==> src/rtl/i2cg_pkg.sv <==
// Shared types and constants for the I2C register slave with tuner gate.
// Assumes a 7-bit address whose upper five bits are fixed.
package i2cg_pkg;
    localparam logic [4:0] DEV_ADDR_HI = 5'b00010;
    localparam int         GATE_BIT    = 0;

    typedef enum logic [2:0] {
        ST_IDLE,
        ST_ADDR,
        ST_AACK,
        ST_WDATA,
        ST_WACK,
        ST_RDATA,
        ST_RACK
    } slv_state_t;
endpackage

==> src/rtl/i2cg_sync.sv <==
// Multi-stage synchroniser for asynchronous bus line levels.
// Assumes the lines idle high, so every stage resets to 1.
module i2cg_sync #(
    parameter int W      = 3,
    parameter int STAGES = 2
) (
    input  logic         clk,
    input  logic         rst_n,
    input  logic [W-1:0] d,
    output logic [W-1:0] q
);
    logic [W-1:0] stg [STAGES];

    // Shift the raw levels through the synchroniser chain
    always_ff @(posedge clk) begin
        if (!rst_n) begin
            for (int i = 0; i < STAGES; i++) stg[i] <= '1;
        end else begin
            stg[0] <= d;
            for (int i = 1; i < STAGES; i++) stg[i] <= stg[i-1];
        end
    end

    assign q = stg[STAGES-1];
endmodule

==> src/rtl/i2cg_regs.sv <==
// Bank of byte-wide configuration registers with one write port and one
// combinational read port. REG_COUNT must be a power of two.
module i2cg_regs #(
    parameter int REG_COUNT = 8,
    localparam int PTR_W    = $clog2(REG_COUNT)
) (
    input  logic             clk,
    input  logic             rst_n,
    input  logic             wr_en,
    input  logic [PTR_W-1:0] wr_idx,
    input  logic [7:0]       wr_data,
    input  logic [PTR_W-1:0] rd_idx,
    output logic [7:0]       rd_data,
    output logic             gate_req
);
    import i2cg_pkg::*;

    logic [7:0] mem [REG_COUNT];

    for (genvar g = 0; g < REG_COUNT; g++) begin : g_reg
        // Hold one register, loaded when the write port addresses it
        always_ff @(posedge clk) begin
            if (!rst_n)
                mem[g] <= 8'h00;
            else if (wr_en && wr_idx == PTR_W'(g))
                mem[g] <= wr_data;
        end
    end

    assign rd_data  = mem[rd_idx];
    assign gate_req = mem[0][GATE_BIT];
endmodule

==> src/rtl/i2cg_slave_fsm.sv <==
// I2C slave protocol engine. It detects START and STOP on the synchronised
// lines, matches the address, loads and advances the register pointer, and
// drives SDA for acknowledges and read data. It samples on SCL rising and
// changes its drive on SCL falling. It never stretches the clock.
module i2cg_slave_fsm #(
    parameter int PTR_W = 3
) (
    input  logic             clk,
    input  logic             rst_n,
    input  logic             scl_s,
    input  logic             sda_s,
    input  logic [6:0]       dev_addr,
    input  logic [7:0]       rd_data,
    output logic [PTR_W-1:0] ptr,
    output logic             wr_en,
    output logic [7:0]       wr_data,
    output logic             sda_drive,
    output logic             stop_det
);
    import i2cg_pkg::*;

    slv_state_t state;
    logic       scl_d, sda_d;
    logic [3:0] cnt;
    logic [7:0] sh, tx;
    logic       rw, first, mack;
    logic       scl_rise, scl_fall, start_det;

    // Keep the previous line levels for edge and condition detection
    always_ff @(posedge clk) begin
        if (!rst_n) begin
            scl_d <= 1'b1;
            sda_d <= 1'b1;
        end else begin
            scl_d <= scl_s;
            sda_d <= sda_s;
        end
    end

    assign scl_rise  = scl_s & ~scl_d;
    assign scl_fall  = ~scl_s & scl_d;
    assign start_det = scl_s & scl_d & sda_d & ~sda_s;
    assign stop_det  = scl_s & scl_d & ~sda_d & sda_s;

    assign wr_en   = scl_fall && !start_det && !stop_det && state == ST_WDATA
                     && cnt == 4'd8 && !first;
    assign wr_data = sh;

    // Protocol sequencing: address, pointer, write data, read data
    always_ff @(posedge clk) begin
        if (!rst_n) begin
            state     <= ST_IDLE;
            cnt       <= 4'd0;
            sh        <= 8'h00;
            tx        <= 8'h00;
            ptr       <= '0;
            sda_drive <= 1'b0;
            rw        <= 1'b0;
            first     <= 1'b0;
            mack      <= 1'b0;
        end else if (start_det) begin
            state     <= ST_ADDR;
            cnt       <= 4'd0;
            sda_drive <= 1'b0;
            first     <= 1'b1;
        end else if (stop_det) begin
            state     <= ST_IDLE;
            sda_drive <= 1'b0;
        end else if (scl_rise) begin
            case (state)
                ST_ADDR, ST_WDATA: begin
                    sh  <= {sh[6:0], sda_s};
                    cnt <= cnt + 4'd1;
                end
                ST_RACK: mack <= ~sda_s;
                default: ;
            endcase
        end else if (scl_fall) begin
            case (state)
                ST_ADDR: if (cnt == 4'd8) begin
                    if (sh[7:1] == dev_addr) begin
                        rw        <= sh[0];
                        state     <= ST_AACK;
                        sda_drive <= 1'b1;
                    end else begin
                        state <= ST_IDLE;
                    end
                end
                ST_AACK: if (rw) begin
                    tx        <= rd_data;
                    sda_drive <= ~rd_data[7];
                    ptr       <= ptr + 1'b1;
                    cnt       <= 4'd0;
                    state     <= ST_RDATA;
                end else begin
                    sda_drive <= 1'b0;
                    cnt       <= 4'd0;
                    state     <= ST_WDATA;
                end
                ST_WDATA: if (cnt == 4'd8) begin
                    state     <= ST_WACK;
                    sda_drive <= 1'b1;
                    if (first) begin
                        ptr   <= sh[PTR_W-1:0];
                        first <= 1'b0;
                    end else begin
                        ptr <= ptr + 1'b1;
                    end
                end
                ST_WACK: begin
                    sda_drive <= 1'b0;
                    cnt       <= 4'd0;
                    state     <= ST_WDATA;
                end
                ST_RDATA: if (cnt == 4'd7) begin
                    sda_drive <= 1'b0;
                    state     <= ST_RACK;
                end else begin
                    tx        <= {tx[6:0], 1'b0};
                    sda_drive <= ~tx[6];
                    cnt       <= cnt + 4'd1;
                end
                ST_RACK: if (mack) begin
                    tx        <= rd_data;
                    sda_drive <= ~rd_data[7];
                    ptr       <= ptr + 1'b1;
                    cnt       <= 4'd0;
                    state     <= ST_RDATA;
                end else begin
                    state <= ST_IDLE;
                end
                default: ;
            endcase
        end
    end

    // the drive may change only on an edge that follows a low SCL sample
    a_r5_drive_stable_scl_high: assert property (@(posedge clk) disable iff (!rst_n)
        $past(scl_s) |-> $stable(sda_drive));

    // SDA is pulled only in acknowledge or read-data bits
    a_r4_drive_in_legal_state: assert property (@(posedge clk) disable iff (!rst_n)
        sda_drive |-> (state inside {ST_AACK, ST_WACK, ST_RDATA}));
endmodule

==> src/rtl/i2cg_gate.sv <==
// Bidirectional repeater between the host bus and the tuner bus. It opens
// or closes only at STOP. SCL is repeated one way, host to tuner. SDA is
// repeated in whichever direction pulled low first. After a release, a
// hold-off window blocks the echo of that release coming back through the
// synchroniser lag. Assumes HOLD_CYC is at least the synchroniser depth + 1.
module i2cg_gate #(
    parameter int HOLD_CYC = 4,
    localparam int HOLD_W  = $clog2(HOLD_CYC + 1)
) (
    input  logic clk,
    input  logic rst_n,
    input  logic gate_req,
    input  logic stop_det,
    input  logic hscl_s,
    input  logic hsda_s,
    input  logic tsda_s,
    output logic tscl_oe,
    output logic tsda_oe,
    output logic hsda_pull
);
    logic              gate_on;
    logic              fwd_h2t, fwd_t2h;
    logic [HOLD_W-1:0] hold_cnt;

    // Apply the requested gate state at STOP only
    always_ff @(posedge clk) begin
        if (!rst_n)
            gate_on <= 1'b0;
        else if (stop_det)
            gate_on <= gate_req;
    end

    // Decide which side owns the SDA low and time the hold-off window
    always_ff @(posedge clk) begin
        if (!rst_n || !gate_on) begin
            fwd_h2t  <= 1'b0;
            fwd_t2h  <= 1'b0;
            hold_cnt <= '0;
        end else begin
            if (hold_cnt != '0) hold_cnt <= hold_cnt - 1'b1;
            if (fwd_h2t) begin
                if (hsda_s) begin
                    fwd_h2t  <= 1'b0;
                    hold_cnt <= HOLD_W'(HOLD_CYC);
                end
            end else if (fwd_t2h) begin
                if (tsda_s) begin
                    fwd_t2h  <= 1'b0;
                    hold_cnt <= HOLD_W'(HOLD_CYC);
                end
            end else if (hold_cnt == '0) begin
                if (!hsda_s)      fwd_h2t <= 1'b1;
                else if (!tsda_s) fwd_t2h <= 1'b1;
            end
        end
    end

    assign tscl_oe   = gate_on & ~hscl_s;
    assign tsda_oe   = gate_on & fwd_h2t;
    assign hsda_pull = gate_on & fwd_t2h;

    // the gate state moves only on the cycle after a STOP
    a_r6_gate_moves_at_stop: assert property (@(posedge clk) disable iff (!rst_n)
        (gate_on != $past(gate_on)) |-> $past(stop_det));

    // SDA is never repeated both ways at once
    a_r8_single_direction: assert property (@(posedge clk) disable iff (!rst_n)
        !(tsda_oe && hsda_pull));

    // a closed gate leaves both tuner lines released
    a_r9_closed_released: assert property (@(posedge clk) disable iff (!rst_n)
        !$past(gate_on) && !gate_on |-> !tscl_oe && !tsda_oe && !hsda_pull);
endmodule

==> src/rtl/i2c_tuner_gate.sv <==
// Top level: I2C register slave with a register-controlled tuner bus gate.
// Assumes open-drain pads outside; every output here means "pull low".
module i2c_tuner_gate #(
    parameter int REG_COUNT   = 8,
    parameter int HOLD_CYC    = 4,
    parameter int SYNC_STAGES = 2,
    localparam int PTR_W      = $clog2(REG_COUNT)
) (
    input  logic       clk,
    input  logic       rst_n,
    input  logic [1:0] addr_strap,
    input  logic       hscl_i,
    input  logic       hsda_i,
    output logic       hsda_oe,
    input  logic       tsda_i,
    output logic       tscl_oe,
    output logic       tsda_oe
);
    import i2cg_pkg::*;

    logic             hscl_s, hsda_s, tsda_s;
    logic [PTR_W-1:0] ptr;
    logic             wr_en, slv_drive, stop_det, gate_req, hsda_pull;
    logic [7:0]       wr_data, rd_data;

    i2cg_sync #(.W(3), .STAGES(SYNC_STAGES)) u_sync (
        .clk   (clk),
        .rst_n (rst_n),
        .d     ({hscl_i, hsda_i, tsda_i}),
        .q     ({hscl_s, hsda_s, tsda_s})
    );

    i2cg_slave_fsm #(.PTR_W(PTR_W)) u_fsm (
        .clk       (clk),
        .rst_n     (rst_n),
        .scl_s     (hscl_s),
        .sda_s     (hsda_s),
        .dev_addr  ({DEV_ADDR_HI, addr_strap}),
        .rd_data   (rd_data),
        .ptr       (ptr),
        .wr_en     (wr_en),
        .wr_data   (wr_data),
        .sda_drive (slv_drive),
        .stop_det  (stop_det)
    );

    i2cg_regs #(.REG_COUNT(REG_COUNT)) u_regs (
        .clk      (clk),
        .rst_n    (rst_n),
        .wr_en    (wr_en),
        .wr_idx   (ptr),
        .wr_data  (wr_data),
        .rd_idx   (ptr),
        .rd_data  (rd_data),
        .gate_req (gate_req)
    );

    i2cg_gate #(.HOLD_CYC(HOLD_CYC)) u_gate (
        .clk       (clk),
        .rst_n     (rst_n),
        .gate_req  (gate_req),
        .stop_det  (stop_det),
        .hscl_s    (hscl_s),
        .hsda_s    (hsda_s),
        .tsda_s    (tsda_s),
        .tscl_oe   (tscl_oe),
        .tsda_oe   (tsda_oe),
        .hsda_pull (hsda_pull)
    );

    assign hsda_oe = slv_drive | hsda_pull;

    // nothing is pulled low while reset is held
    a_r1_quiet_in_reset: assert property (@(posedge clk)
        !rst_n |=> !tscl_oe && !tsda_oe);
endmodule

==> config.mk <==
export PLATFORM = sky130hd
export DESIGN_NAME = i2c_tuner_gate
export DESIGN_NICKNAME = d
export VERILOG_FILES = /design/src/rtl/i2cg_pkg.sv /design/src/rtl/i2cg_sync.sv /design/src/rtl/i2cg_regs.sv /design/src/rtl/i2cg_slave_fsm.sv /design/src/rtl/i2cg_gate.sv /design/src/rtl/i2c_tuner_gate.sv
export SDC_FILE = /design/constraint.sdc
export NUM_CORES = 1
export LEC_CHECK = 0
export CAP_MARGIN = 15
export CORE_MARGIN = 2
export CORE_UTILIZATION = 60
export DETAILED_ROUTE_END_ITERATION = 16
export PLACE_DENSITY = 0.84
export SYNTH_ARGS = -nofsm -noshare
export SYNTH_HDL_FRONTEND = slang
export SYNTH_SLANG_ARGS = --single-unit
==> constraint.sdc <==
create_clock -name clk -period 6.3 [get_ports clk]
set_input_delay 0.63 -clock clk [delete_from_list [all_inputs] [get_ports clk]]
set_output_delay 0.63 -clock clk [all_outputs]
set_load 0.005 [all_outputs]
==> results.json <==
{
  "status": "finished clean",
  "internal_power_uw": 957.3,
  "grt_pass1_vias": 3357,
  "rsz0062_at_grt": "false",
  "start_kind": "register",
  "drive_gt1_share_pct": 11.93,
  "totalWireLength_um": 10750,
  "fin_ws_ns": 3.490,
  "core_um2": 8636,
  "fill_cells": 634,
  "worstSkewPairLatency_ns": 0.38,
  "crit_type": "reg -> reg",
  "port_buffers": 9,
  "switchingPower_uw": 296.3,
  "ir_drop_mv": 0.2411,
  "p_per_area_nw_per_um2": 221.9,
  "hold_path_depth": 1,
  "grt_pass1_wl_um": 17480,
  "antenna_found_initial": 0,
  "synth_top_family_by_area": "simple AND/OR/NAND/NOR gates",
  "synth.largest_area_cell": "edfxtp_1",
  "vias": 3447,
  "synth_fa_ha_area_share_pct": 3.061,
  "synth-compound-area-share_pct": 7.370,
  "drc": 0,
  "synth_top_area_share_pct": 36.17,
  "final_nets": 476,
  "seqCellArea_um2": 2843,
  "synthesis.nets": 476,
  "synthTopCellsByCount": "and2_1, edfxtp_1, dfxtp_1, nor2_1, nand2_1",
  "pre_cts_ws_ns": 3.503,
  "grt_max_degree": 31,
  "slew_headroom_pct": 22.13,
  "tightestPinTransition_ns": 1.156,
  "vias_per_cell": 6.058,
  "ctsLongestPathBuffers": 2,
  "fp.dieH_um": 98.11,
  "tns_ns": 0,
  "gr-total-overflow": 0,
  "synth_seq_area_share_pct": 53.50,
  "pwr-share-seq_pct": 63.3,
  "p_leak_uw": 0.001910,
  "setup_viol": 0,
  "hp-start": "u_sync.stg[0][0]",
  "async_flop_share_pct": 0,
  "postCtsHoldBufs": 0,
  "ctsResizeCount": 0,
  "crit_path_end_kind": "register",
  "die_x_um": 98.11,
  "min_period_ns": 2.810,
  "dpl.hpwl_um": 7647,
  "synth.most_common_cell": "and2_1",
  "finalHoldViolCount": 0,
  "synth-simple-area-share_pct": 21.05,
  "start_util_pct": 61.53,
  "ys_seq_elements": 110,
  "cts_root_buffer": "clkbuf_8",
  "netlist_area_um2": 5314,
  "max_freq_mhz": 355.9,
  "postCtsSetupBuffers": 0,
  "grtUsageTotal_pct": 23.63,
  "areaGrowthSynthToFinish_pct": 6.334,
  "r2r-end": "u_regs.mem[6][6]",
  "crit_slowest_cell": "o21ai_0",
  "switching_share_pct": 23.63,
  "cp_cell_sequence": "nand4bb_4, a2111oi_4, nand2_1, o21ai_0",
  "whs_endpoint": "u_sync.stg[0][3]",
  "skew_ns": 0.02130,
  "cts_tree": "done",
  "worstHoldPathType": "reg -> reg",
  "rr_startpoint": "u_fsm.state[0]",
  "syn_inst": 456,
  "yosysWarnings": 0,
  "pin_count": 10,
  "synth_cell_types": 54,
  "synth_edf_count": 64,
  "n_antenna_cell": 0,
  "cap_viol_max_count": 0,
  "r2r_slack_ns": 3.49,
  "die-area_um2": 9626,
  "power_frac_comb_pct": 3.9,
  "cp.required_ns": 6.31,
  "cts_made_buffers": 9,
  "synth_xor_area_share_pct": 0.8241,
  "synth_area_leaders": "edfxtp_1, dfxtp_1, and2_1",
  "ys.flop_type": "edfxtp_1",
  "p_clk_share_pct": 32.8,
  "avgSynthCellArea_um2": 11.65,
  "firstDrtPassIters": 5,
  "ant_nets": 0,
  "num_rows": 34,
  "r2r_cells": 4,
  "period_share_pct": 44.60,
  "arrival_ns": 2.82,
  "cts.sinks": 110,
  "h-tree-depth": 3,
  "path_max_fanout": 15,
  "drt_iter0_markers": 265,
  "clk_pin_slew_ns": 0.12,
  "synthMuxAreaShare_pct": 11.37,
  "wl_per_cell_um": 18.88,
  "globalplace.congestion": 0.9263,
  "multi_input_area_um2": 2321,
  "drv_slew": 0,
  "slowest_delay_ns": 0.92
}
==> power groups by stage <==
stage	Sequential (µW)	Clock, µW	Combinational [µW]
floorplan	802	0	35.7
global placement	809	0	46.3
detailed placement	810	0	47.9
CTS	793	415	48.2
global route	795	445	52.9
finish	793	412	48.8
==> through the flow <==
| stage | instance area [µm²] | util (%) | total power [µW] | hold slack [ns] | cells |
|---|---|---|---|---|---|
| CTS | 5643 | 65.34 | 1257 | 0.4125 | 568 |
| global placement | 5453 | 63.14 | 855.0 | 0.3902 | 552 |
| global route | 5650 | 65.43 | 1293 | 0.4215 | 569 |
| floorplan | 5314 | - | 837.9 | 0.3863 | 456 |
| finish | 5650 | 65.43 | 1254 | 0.4010 | 569 |
| detailed placement | 5453 | 63.14 | 857.8 | 0.3970 | 552 |
==> cell usage in the layout (no fill, tap or decap), types with 3 or more instances in the layout <==
cell	n
and2_1	65
edfxtp_1	64
dfxtp_1	46
nor2_1	34
nand2_1	31
o21ai_0	23
mux2i_1	21
mux4_2	16
inv_1	15
ha_1	13
nand2b_1	11
a21oi_1	9
clkbuf_8	9
clkdlybuf4s50_1	9
nor2b_1	8
o2bb2ai_1	8
nor3_1	5
and3_1	5
xnor2_1	4
nand3b_1	4
nand3_1	4
nor2_2	3
mux2_2	3
nor2_4	3
o211ai_1	3
nor3b_1	3
nand4_1	3
inv_6	3
==> flip-flops by register name, indices dropped and copies added (netlist names), named ones only <==
register	cells
u_gate.fwd_h2t	1
u_gate.fwd_t2h	1
u_fsm.sda_drive	1
u_fsm.tx	7
u_fsm.state	3
u_fsm.mack	1
u_sync.stg	6
u_gate.gate_on	1
u_regs.mem	64
u_fsm.first	1
u_fsm.sda_d	1
u_gate.hold_cnt	3
u_fsm.wr_data	8
u_fsm.scl_d	1
u_fsm.cnt	4
u_fsm.rw	1
u_fsm.ptr	3
==> cell type report <==
class,count,share of cell area (%)
flip-flops and latches,110,50.31
inverters,15,0.9965
clock buffers,10,2.259
well taps,108,2.392
clock inverters,6,1.107
repair buffers,11,1.860
multi-input cells,309,41.08
==> logic make-up after synthesis <==
family          after synthesis
compound gates               57
xor+xnor                      5
fa+ha+maj                    13
buf+inv                      37
flops                       110
mux                          40
simple gates                194
==> critical path, delay by kind of cell, from the launching register on <==
family	cells	cell delay [ns]
AND/OR/NAND/NOR	2	0.34
AO/OA/AOI/OAI	2	1.45
flip-flops	1	0.65
==> per-layer routing <==
metal,share of wire [%],up-vias,GRT usage [%]
met5,0,-,0
met4,1.4,0,5.449
met3,6.2,19,5.440
li1,-,1626,-
met2,50,107,38.72
met1,43,1695,32.51
==> worst max-delay path by stage <==
stage	from	endpoint
after floorplan	u_fsm.cnt[0]	u_regs.mem[0][0]
after global placement	u_fsm.state[0]	u_regs.mem[1][5]
after detailed placement	u_fsm.state[0]	u_regs.mem[6][3]
after CTS	u_fsm.state[0]	u_regs.mem[6][1]
after global routing	u_fsm.state[0]	u_regs.mem[2][2]
final	u_fsm.state[0]	u_regs.mem[6][6]
Note: power is estimated with default switching activity, not from simulation.
